[config.mk]
export PLATFORM = sky130hd
export DESIGN_NAME = spim_master
export DESIGN_NICKNAME = d
export VERILOG_FILES = /design/src/rtl/spim_pkg.sv /design/src/rtl/spim_fifo.sv /design/src/rtl/spim_clkdiv.sv /design/src/rtl/spim_engine.sv /design/src/rtl/spim_master.sv
export SDC_FILE = /design/constraint.sdc
export NUM_CORES = 1
export LEC_CHECK = 0
export BUFFER_PORTS_ARGS = -buffer_cell sky130_fd_sc_hd__buf_4
export CORE_MARGIN = 2
export CORE_UTILIZATION = 40
export CTS_CLUSTER_SIZE = 40
export DETAILED_ROUTE_END_ITERATION = 10
export PLACE_DENSITY = 0.64
export SLEW_MARGIN = 10
export SYNTH_ARGS = -nofsm -noshare
export SYNTH_HDL_FRONTEND = slang
export SYNTH_SLANG_ARGS = --single-unit
[constraint.sdc]
create_clock -name clk -period 4.9 [get_ports clk]
set_clock_uncertainty 0.15 [all_clocks]
set_input_delay 0.245 -clock clk [delete_from_list [all_inputs] [get_ports clk]]
set_output_delay 0.245 -clock clk [all_outputs]
set_load 0.01 [all_outputs]
[src/rtl/spim_pkg.sv]
// Shared definitions for the SPI master: sequencer states.
package spim_pkg;
    // Sequencer phases of one word and of a held burst frame.
    typedef enum logic [2:0] {
        ST_IDLE = 3'd0,   // no frame open
        ST_LEAD = 3'd1,   // select asserted, first half period before edges
        ST_XFER = 3'd2,   // clock edges running
        ST_TAIL = 3'd3,   // half period after the last edge
        ST_HOLD = 3'd4    // burst frame open, waiting for more words
    } spim_state_t;
endpackage

[src/rtl/spim_fifo.sv]
// Synchronous first-in first-out store with show-ahead read.
// Assumes: push on full and pop on empty are ignored here; clear wins over both.
module spim_fifo #(
    parameter int DW    = 16,
    parameter int DEPTH = 16
) (
    input  logic          clk,
    input  logic          rst_n,
    input  logic          clr,
    input  logic          push,
    input  logic [DW-1:0] wdata,
    input  logic          pop,
    output logic [DW-1:0] rdata,
    output logic          empty,
    output logic          full
);
    localparam int AW = (DEPTH > 1) ? $clog2(DEPTH) : 1;
    localparam int CW = AW + 1;

    logic [DW-1:0] mem [DEPTH];
    logic [AW-1:0] wr_ptr, rd_ptr;
    logic [CW-1:0] count;
    logic          do_push, do_pop;

    assign empty   = (count == '0);
    assign full    = (count == CW'(DEPTH));
    assign do_push = push && !full && !clr;
    assign do_pop  = pop && !empty && !clr;
    assign rdata   = mem[rd_ptr];

    // Storage write.
    always_ff @(posedge clk) begin
        if (do_push) mem[wr_ptr] <= wdata;
    end

    // Pointer and occupancy tracking.
    always_ff @(posedge clk) begin
        if (!rst_n || clr) begin
            wr_ptr <= '0;
            rd_ptr <= '0;
            count  <= '0;
        end else begin
            if (do_push) wr_ptr <= (wr_ptr == AW'(DEPTH - 1)) ? '0 : wr_ptr + 1'b1;
            if (do_pop)  rd_ptr <= (rd_ptr == AW'(DEPTH - 1)) ? '0 : rd_ptr + 1'b1;
            if (do_push && !do_pop)      count <= count + 1'b1;
            else if (do_pop && !do_push) count <= count - 1'b1;
        end
    end
endmodule

[src/rtl/spim_clkdiv.sv]
// Two-stage divider producing one-cycle half-period ticks for the serial clock.
// Assumes: half period = (prescale/2, minimum 1) * (rate_div + 1) cycles.
module spim_clkdiv #(
    parameter int PRE_W = 8,
    parameter int DIV_W = 8
) (
    input  logic             clk,
    input  logic             rst_n,
    input  logic             run,
    input  logic [PRE_W-1:0] prescale,
    input  logic [DIV_W-1:0] rate_div,
    output logic             tick
);
    logic [PRE_W-1:0] half, cnt1;
    logic [DIV_W-1:0] cnt2;
    logic             wrap1;

    // Effective first-stage length, never zero.
    always_comb begin
        half = prescale >> 1;
        if (half == '0) half = PRE_W'(1);
    end

    assign wrap1 = (cnt1 >= half - 1'b1);
    assign tick  = run && wrap1 && (cnt2 >= rate_div);

    // Cascaded counters; both restart whenever shifting is disabled.
    always_ff @(posedge clk) begin
        if (!rst_n || !run) begin
            cnt1 <= '0;
            cnt2 <= '0;
        end else if (wrap1) begin
            cnt1 <= '0;
            cnt2 <= (cnt2 >= rate_div) ? '0 : cnt2 + 1'b1;
        end else begin
            cnt1 <= cnt1 + 1'b1;
        end
    end
endmodule

[src/rtl/spim_engine.sv]
// Word sequencer and shift registers: frames words, generates clock edges,
// shifts data out MSB first and assembles the received word.
// Assumes: mode and word-length inputs are stable while a word is in flight.
module spim_engine
    import spim_pkg::*;
#(
    parameter int DATA_W = 16,
    localparam int LEN_W = $clog2(DATA_W)
) (
    input  logic              clk,
    input  logic              rst_n,
    input  logic              run,
    input  logic              tick,
    input  logic              cpha,
    input  logic [LEN_W-1:0]  bits_m1,
    input  logic              block,
    input  logic              pause,
    input  logic              loopback,
    input  logic              tx_avail,
    input  logic [DATA_W-1:0] tx_word,
    input  logic              tx_stop,
    output logic              tx_take,
    input  logic              miso,
    output logic              rx_put,
    output logic [DATA_W-1:0] rx_word,
    output logic              lvl,
    output logic              mosi,
    output logic              cs_act
);
    localparam int EDGE_W = LEN_W + 1;

    spim_state_t       state;
    logic [DATA_W-1:0] sr, rx_sr, mask;
    logic [EDGE_W-1:0] edge_q, last_edge;
    logic [LEN_W-1:0]  wbits_q, sh;
    logic [LEN_W:0]    wlen;
    logic              stop_q, lvl_q, cs_q;
    logic              leading, sample_now, shift_now, rx_bit, may_start;
    logic [DATA_W-1:0] one_v;

    assign one_v      = DATA_W'(1);
    assign mosi       = sr[DATA_W-1];
    assign lvl        = lvl_q;
    assign cs_act     = cs_q;
    assign rx_bit     = loopback ? mosi : miso;
    assign last_edge  = {wbits_q, 1'b1};
    assign leading    = !edge_q[0];
    assign sample_now = cpha ? !leading : leading;
    assign shift_now  = cpha ? (leading && edge_q != '0) : !leading;
    assign wlen       = {1'b0, wbits_q} + 1'b1;
    assign mask       = (one_v << wlen) - one_v;
    assign rx_word    = rx_sr & mask;
    assign sh         = LEN_W'(DATA_W - 1) - bits_m1;

    // Start of the next word: fresh frame from idle, or continuation of a burst.
    always_comb begin
        may_start = 1'b0;
        case (state)
            ST_IDLE: may_start = 1'b1;
            ST_HOLD: may_start = block;
            ST_TAIL: may_start = block && !stop_q;
            default: may_start = 1'b0;
        endcase
    end
    assign tx_take = run && tick && tx_avail && !pause && may_start;
    assign rx_put  = run && tick && (state == ST_TAIL);

    // Sequencer, clock level, and data shift registers.
    always_ff @(posedge clk) begin
        if (!rst_n || !run) begin
            state   <= ST_IDLE;
            sr      <= '0;
            rx_sr   <= '0;
            edge_q  <= '0;
            wbits_q <= '0;
            stop_q  <= 1'b0;
            lvl_q   <= 1'b0;
            cs_q    <= 1'b0;
        end else if (tx_take) begin
            sr      <= tx_word << sh;
            wbits_q <= bits_m1;
            stop_q  <= tx_stop;
            edge_q  <= '0;
            cs_q    <= 1'b1;
            state   <= ST_LEAD;
        end else if (tick) begin
            case (state)
                ST_LEAD: begin
                    edge_q <= '0;
                    state  <= ST_XFER;
                end
                ST_XFER: begin
                    lvl_q <= ~lvl_q;
                    if (sample_now) rx_sr <= {rx_sr[DATA_W-2:0], rx_bit};
                    if (shift_now)  sr    <= sr << 1;
                    if (edge_q == last_edge) state <= ST_TAIL;
                    else                     edge_q <= edge_q + 1'b1;
                end
                ST_TAIL: begin
                    if (block && !stop_q) begin
                        state <= ST_HOLD;
                    end else begin
                        cs_q  <= 1'b0;
                        state <= ST_IDLE;
                    end
                end
                ST_HOLD: begin
                    if (!block) begin
                        cs_q  <= 1'b0;
                        state <= ST_IDLE;
                    end
                end
                default: state <= ST_IDLE;
            endcase
        end
    end
endmodule

[src/rtl/spim_master.sv]
// SPI master top: transmit and receive FIFOs, clock divider, word engine,
// chip-select decode, status and overrun tracking.
// Assumes: configuration inputs change only while no word is in flight.
module spim_master #(
    parameter int DATA_W     = 16,
    parameter int FIFO_DEPTH = 16,
    parameter int NUM_CS     = 8,
    parameter int PRE_W      = 8,
    parameter int DIV_W      = 8,
    localparam int LEN_W     = $clog2(DATA_W),
    localparam int CS_W      = $clog2(NUM_CS)
) (
    input  logic              clk,
    input  logic              rst_n,
    input  logic              cfg_enable,
    input  logic              cfg_cpol,
    input  logic              cfg_cpha,
    input  logic [LEN_W-1:0]  cfg_bits_m1,
    input  logic [PRE_W-1:0]  cfg_prescale,
    input  logic [DIV_W-1:0]  cfg_rate_div,
    input  logic [CS_W-1:0]   cfg_cs_sel,
    input  logic              cfg_cs_off,
    input  logic              cfg_block,
    input  logic              cfg_pause,
    input  logic              cfg_loop,
    input  logic              tx_push,
    input  logic [DATA_W-1:0] tx_word,
    input  logic              tx_stop,
    input  logic              tx_clear,
    input  logic              rx_pop,
    input  logic              rx_clear,
    output logic [DATA_W-1:0] rx_word,
    output logic              st_tx_not_full,
    output logic              st_tx_empty,
    output logic              st_rx_not_empty,
    output logic              st_rx_overrun,
    output logic              sck,
    output logic              mosi,
    input  logic              miso,
    output logic [NUM_CS-1:0] cs_n
);
    logic [DATA_W:0]   txf_rdata;
    logic              txf_empty, txf_full, rxf_empty, rxf_full;
    logic              tick, tx_take, rx_put, lvl, cs_act;
    logic [DATA_W-1:0] eng_rx_word;
    logic              ovr_q;

    spim_fifo #(.DW(DATA_W + 1), .DEPTH(FIFO_DEPTH)) tx_fifo_i (
        .clk(clk), .rst_n(rst_n), .clr(tx_clear),
        .push(tx_push), .wdata({tx_stop, tx_word}),
        .pop(tx_take), .rdata(txf_rdata),
        .empty(txf_empty), .full(txf_full)
    );

    spim_fifo #(.DW(DATA_W), .DEPTH(FIFO_DEPTH)) rx_fifo_i (
        .clk(clk), .rst_n(rst_n), .clr(rx_clear),
        .push(rx_put), .wdata(eng_rx_word),
        .pop(rx_pop), .rdata(rx_word),
        .empty(rxf_empty), .full(rxf_full)
    );

    spim_clkdiv #(.PRE_W(PRE_W), .DIV_W(DIV_W)) clkdiv_i (
        .clk(clk), .rst_n(rst_n), .run(cfg_enable),
        .prescale(cfg_prescale), .rate_div(cfg_rate_div), .tick(tick)
    );

    spim_engine #(.DATA_W(DATA_W)) engine_i (
        .clk(clk), .rst_n(rst_n), .run(cfg_enable), .tick(tick),
        .cpha(cfg_cpha), .bits_m1(cfg_bits_m1), .block(cfg_block),
        .pause(cfg_pause), .loopback(cfg_loop),
        .tx_avail(!txf_empty), .tx_word(txf_rdata[DATA_W-1:0]),
        .tx_stop(txf_rdata[DATA_W]), .tx_take(tx_take),
        .miso(miso), .rx_put(rx_put), .rx_word(eng_rx_word),
        .lvl(lvl), .mosi(mosi), .cs_act(cs_act)
    );

    // Sticky loss flag for words arriving at a full receive FIFO.
    always_ff @(posedge clk) begin
        if (!rst_n || rx_clear) ovr_q <= 1'b0;
        else if (rx_put && rxf_full) ovr_q <= 1'b1;
    end

    // One decoded active-low select per line.
    for (genvar g = 0; g < NUM_CS; g++) begin : g_cs
        assign cs_n[g] = !(cs_act && !cfg_cs_off && (cfg_cs_sel == CS_W'(g)));
    end

    assign sck             = cfg_cpol ^ lvl;
    assign st_tx_not_full  = !txf_full;
    assign st_tx_empty     = txf_empty;
    assign st_rx_not_empty = !rxf_empty;
    assign st_rx_overrun   = ovr_q;
endmodule

==> results.toml, run 1 <==
[run_status]
run_status = "finished clean"

[placement]
gp_congestion = 0.8431
dp_slack_ns = 0.2285
dp_hpwl_mm = 36.04
portBuffers = 82

[finish]
final_cell_mix = "edfxtp_1 (528), buf_4 (140), mux4_2 (124)"
mostFrequentLayoutCell = "edfxtp_1"
final_nets = 1899
drive_above_1_share_pct = 22.16
fill_cells = 5548
synthToLayoutAreaGrowth_pct = 16.27

[yosys]
synth_adder_area_share_pct = 2.038
synth-xor-area-share_pct = 1.288
synth_edf_count = 528
synth-simple-area-share_pct = 7.075
synth_seq_cells = 626
synth_mux_area_share_pct = 13.61
synth_area_sq_um = 26530
synth-compound-area-share_pct = 6.561
synth_area_per_cell_sq_um = 16.11
netlist_instances = 1647
synth.distinct_cells = 82
yosysSeqAreaShare_pct = 67.17
ys_warn_count = 0
synthArstFlopShare_pct = 0
synth_top_family_by_area = "multiplexers"
yosys_most_used_dff = "edfxtp_1"

[timing]
max_slew_margin_pct = 24.43
hold_violations = 0
fin_crit_ns = 4.132
rsz0062_at_grt = "false"
postLayoutSetupSlackWorst_ns = 0.7683
finalSetupViolCount = 0
fmax_ghz = 0.2420
timing.final.crit_share_pct = 84.32
tns_ns = 0
tightestPinTransition_ns = 1.132
final_max_slew_viol_count = 0

[drt]
drt_iter0_markers = 1251
wl_per_cell_um = 22.20
via_per_inst = 5.556
drc_errors = 0
firstDrtPassIters = 5
wl_mm = 60.42
ant_nets = 0
num_vias = 15117

[critical_path]
slowest_delay_ns = 0.40
end_kind = "register"
path_cells = "buf_4 > nor4_1 > a21oi_1 > ha_1 > nand2_1 > xor2_1 > ha_1 > nand4_1 > o31ai_1 > a211o_1 > buf_4 > nand4_1 > nor2_1 > ha_1 > inv_1 > ha_1 > a21o_1 > a21oi_1 > xnor2_1 > or3_1 > a21oi_1"
crit_top_cell = "ha_1"
crit_path_start_kind = "input port"
critical_path_peak_fanout = 6
cp_slowest_cell = "o31ai_1"
critPathBufInv = 3
critPathRequiredTime_ns = 5.26
arrival_ns = 4.50
path_delay_family = "compound AO/OA/AOI/OAI gates"
path_class = "input port to register"

[global_route]
antenna_found_initial = 5
grt_pass1_wl_mm = 91.44
first_global_vias = 15269
use_met1_pct = 23.22
grt_start_max_net_pins = 42
grt_usage_pct = 17.79
grt_use_met3_pct = 3.591
busiest_layer = "met2"
grt-ovfl-total = 0
grtUsageMet2_pct = 30.12

[clock_network]
postCtsSetupRepairBufs = 0
cts_made_buffers = 68
htree_levels = 3
cts_buffer_depth = 3
cts_tree = "done"
cts.repair.resized = 0
insertion_delay_ns = 0.61
path_clk_slew_ns = 0.06
clock-sinks = 626
cts_root_buf = "clkbuf_16"

[floorplan]
rows = 94
start_util_pct = 40.35
ios = 84
die_x_um = 261.5
coreArea_sq_um = 65750
die_height_um = 261.5
die_area_sq_um = 68390

[power]
power.leakage_nw = 9.882
power_density_nw_per_um2 = 356.7
p_total_mw = 11.00
ir_worst_vdd_mv = 0.3922

[run]
maxCapViolations = 0

[hold_path]
hold_path.class = "input port to register"
## synth_stat cells (19+ instances only)
cell / n / area [sq um]
edfxtp_1: 528 / 15860
mux2i_1: 45 / 450.4
nor2_1: 89 / 334.1
nor3_1: 23 / 115.1
o21ai_0: 47 / 235.2
mux4_2: 124 / 2793
xnor2_1: 20 / 175.2
inv_1: 41 / 153.9
and2_1: 30 / 187.7
nor2b_1: 22 / 137.6
nand2_1: 68 / 255.2
clkbuf_1: 51 / 191.4
a21oi_1: 77 / 385.4
nand3_1: 42 / 210.2
ha_1: 40 / 500.5
xor2_1: 19 / 166.4
dfxtp_1: 98 / 1962
## timing repair
action	in CTS	in global routing
hold buffers	31	0
setup endpoints to repair	0	0
hold endpoints to repair	301	0
## cell families after synthesis
logic type / count (synthesis)
flops: 626
simple gates: 366
compound gates: 257
mux: 187
buf+inv: 129
fa+ha+maj: 42
xor+xnor: 39
other cells: 1
## through the flow
stage	hold slack, ns	instances	cell area (sq um)	util (%)
3_3_place_gp	0.3091	2566	28320	43.08
3_5_place_dp	0.3148	2566	28320	43.08
6_report	0.1058	2721	30840	46.91
4_1_cts	0.1211	2719	30830	46.89
5_1_grt	0.1264	2720	30840	46.91
2_1_floorplan	0.1939	1648	26530	-
## flip-flops by register name, indices dropped and copies added, names as in the netlist, named ones only
name              cells
st_rx_overrun         1
engine_i.wbits_q      4
rx_fifo_i.wr_ptr      4
tx_fifo_i.count       5
tx_fifo_i.wr_ptr      4
clkdiv_i.cnt2         8
engine_i.stop_q       1
engine_i.state        3
clkdiv_i.cnt1         8
rx_fifo_i.count       5
engine_i.lvl          1
tx_fifo_i.rd_ptr      4
engine_i.sr          16
engine_i.cs_act       1
rx_fifo_i.mem       256
rx_fifo_i.rd_ptr      4
tx_fifo_i.mem       272
engine_i.rx_sr       16
engine_i.edge_q       5
## area by class of cell
cell class | instances | area (sq um) | share of cell area [%]
repair buffers | 172 | 1381 | 4.479
inverters | 42 | 157.7 | 0.5112
clock inverters | 40 | 389.1 | 1.262
multi-input cells | 893 | 8192 | 26.56
flip-flops and latches | 626 | 17830 | 57.81
diodes | 2 | 5.005 | 0.01623
clock buffers | 82 | 1807 | 5.858
well taps | 864 | 1081 | 3.505
## path summary, 6_finish.rpt
path                          from  slack, ns  depth (start not counted)            endpoint
setup / recovery   cfg_prescale[3]       0.77                         21  rx_fifo_i.count[4]
hold reg to reg    engine_i.stop_q       0.32                          2     engine_i.stop_q
setup reg to reg  clkdiv_i.cnt1[0]       1.05                         17  rx_fifo_i.count[4]
hold / removal            cfg_cpha       0.11                          4  engine_i.rx_sr[15]
## where the power goes
part	switching [mW]	total, mW	internal (mW)
registers	0.00522	5.74	5.74
logic	0.165	0.272	0.106
clock network	2.06	4.98	2.92
## tightest hold or removal path, stage by stage
cell and delay (ns):
buf_4 0.12, xnor2_2 0.23, nand3_1 0.16, a21oi_1 0.05
## metal layers
layer / part of all wire (%) / wire length [um]
met3: 5.8 / 3491
met1: 42 / 25500
met4: 2.4 / 1458
met2: 50 / 29930
met5: 0.065 / 39
No activity file was read; power rests on OpenSTA's default activity.
==> inputs of run 2 (changes only) <==
ABC_AREA = 1   (was not set)
PLACE_DENSITY = 0.66   (was 0.64)
clock period = 3.7 ns   (was 4.9 ns; I/O delays follow)
==> results.toml, run 2 <==
[clock_network]
insertion_delay_ns = 0.61
cts_buffer_depth = 3
clock-sinks = 626
cts_made_buffers = 67
cts_tree = "done"
postCtsSetupRepairBufs = 0
cts_root_buf = "clkbuf_16"
path_clk_slew_ns = 0.06
htree_levels = 3

[timing]
fmax_ghz = 0.2857
tns_ns = 0
fin_crit_ns = 3.501
max_slew_margin_pct = 31.22
final_max_slew_viol_count = 0
finalSetupViolCount = 0
rsz0062_at_grt = "true"
tightestPinTransition_ns = 1.024
hold_violations = 0
postLayoutSetupSlackWorst_ns = 0.1995
timing.final.crit_share_pct = 94.61

[critical_path]
path_class = "input port to register"
critPathRequiredTime_ns = 4.07
end_kind = "register"
r2r_cells = 19
critical_path_peak_fanout = 4
arrival_ns = 3.87
crit_path_start_kind = "input port"

[floorplan]
die_x_um = 264.4
die_height_um = 264.4
coreArea_sq_um = 67160
die_area_sq_um = 69930
rows = 95
start_util_pct = 40.40
ios = 84

[global_route]
grt_usage_pct = 19.25
grt-ovfl-total = 0
antenna_found_initial = 1
grt_pass1_wl_mm = 104.7
first_global_vias = 18760
grt_start_max_net_pins = 108

[finish]
final_cells = 3558
largest_reg_flops = 272
drive_above_1_share_pct = 13.64
fill_cells = 5851
regMostFlops = "tx_fifo_i.mem"
largestRegisters = "tx_fifo_i.mem: 272 flops, rx_fifo_i.mem: 256 flops"
synthToLayoutAreaGrowth_pct = 18.31
final_cell_mix = "edfxtp_1 (528), nand2_1 (434), nand3_1 (224)"
final_nets = 2727
mostFrequentLayoutCell = "edfxtp_1"

[drt]
firstDrtPassIters = 6
ant_nets = 0
num_vias = 18722
drc_errors = 0
wl_mm = 67.25
wl_per_cell_um = 18.90
via_per_inst = 5.262
drt_iter0_markers = 1691

[yosys]
synth_area_per_cell_sq_um = 10.92
synth.most_common_cell = "edfxtp_1"
synth_top_area_share_pct = 58.44
synth_area_sq_um = 27130
synth_seq_cells = 626
yosysSeqAreaShare_pct = 65.67
yosys.area.top_type = "edfxtp_1"
ys_top_cells_by_count = "edfxtp_1 (528), nand2_1 (434), nand3_1 (224)"
synthTopCellsByArea = "edfxtp_1 (58%), dfxtp_1 (7.2%), nand2_1 (6.0%), nand3_1 (4.1%), o21ai_0 (3.1%)"
synthArstFlopShare_pct = 0
yosys_most_used_dff = "edfxtp_1"
netlist_instances = 2484
synth_edf_count = 528
synth.distinct_cells = 56
ys_warn_count = 0

[power]
power_density_nw_per_um2 = 463.1
power.leakage_nw = 11.66
ir_worst_vdd_mv = 0.4041
p_total_mw = 14.86

[placement]
placed_cells = 3406
portBuffers = 82
dp_hpwl_mm = 40.70
dp_slack_ns = -0.5137
gp_congestion = 0.8376

[hold_path]
hold_path.class = "input port to register"
hold_depth = 6

[run_status]
run_status = "finished clean"

[run]
maxCapViolations = 0
run 2: cell types whose count changed after synthesis, sizes merged, moves of 22 or more:
cell / delta
o211ai: +81
buf: +29
a21oi: +80
mux4: -135
nand3: +185
and2: -30
o21ai: +143
nor2b: -22
nor2: +137
inv: +171
nand2: +368
run 2: metrics by stage:
step                hold slack [ns]  util (%)  cell area, sq um
global route                0.05836     47.80             32100
floorplan                    0.1339         -             27310
CTS                         0.02354     47.77             32080
finish                      0.05158     47.80             32100
detailed placement           0.3010     43.94             29510
global placement             0.2944     43.94             29510
run 2: worst paths after layout:
path / from / end / slack (ns)
worst max register to register: clkdiv_i.cnt1[5] / rx_fifo_i.count[4] / 0.44
worst min register to register: engine_i.rx_sr[15] / engine_i.rx_sr[15] / 0.31
worst max-delay path: cfg_prescale[6] / rx_fifo_i.count[4] / 0.20
worst min-delay path: cfg_enable / engine_i.rx_sr[14] / 0.05
run 2: routing by layer:
layer	track usage (%)	wire, um
met2	32.52	32600
met4	7.878	2714
met3	3.762	4772
met1	24.30	27170
met5	0	0
run 2: cells by family after synthesis:
group,count (synthesis),synth area share [%]
XOR/XNOR,24,0.7748
flip-flops,626,65.67
adder cells (fa/ha/maj),42,1.992
AND/OR/NAND/NOR,926,14.41
other,1,0.01382
multiplexers,65,2.403
AO/OA/AOI/OAI,460,9.620
buffers and inverters,340,5.114
run 2: layout make-up:
class                      count  area [sq um]  area share [%]
antenna                        1         2.502        0.007796
sequential                   626         17830           55.54
clock inverter                38         506.7           1.579
clock buffer                  84          1772           5.519
tap                          873          1092           3.403
multi-input combinational   1519          8205           25.56
timing repair buffer         200          1862           5.800
inverter                     217         832.0           2.592
run 2: critical path, cell delays in order:
cell,delay (ns)
buf_4,0.11
inv_6,0.03
a41o_1,0.23
inv_2,0.08
ha_4,0.13
nor3b_4,0.18
nand3b_1,0.14
xor2_2,0.16
inv_1,0.06
ha_1,0.26
nand2_1,0.09
nor2_1,0.06
a211oi_2,0.29
nand3_2,0.15
nand3_4,0.16
nor3_4,0.06
nand2_2,0.11
clkinv_4,0.06
ha_4,0.18
inv_4,0.08
ha_4,0.21
nand2_1,0.09
nor2_2,0.05
a211oi_2,0.24
nor2_1,0.07
nor2_1,0.14
o21ai_1,0.09
a21oi_1,0.17
run 2: power by group:
part	switching [mW]	leakage [nW]	internal, mW
registers	0.00726	5.64	7.60
logic	0.219	4.90	0.142
clock network	2.75	1.12	4.14
total	2.98	11.7	11.9
run 2: what timing repair did:
item,in CTS,in global routing
hold buffers,29,0
gates resized for setup,0,4
setup endpoints to repair,0,4
hold endpoints to repair,331,0
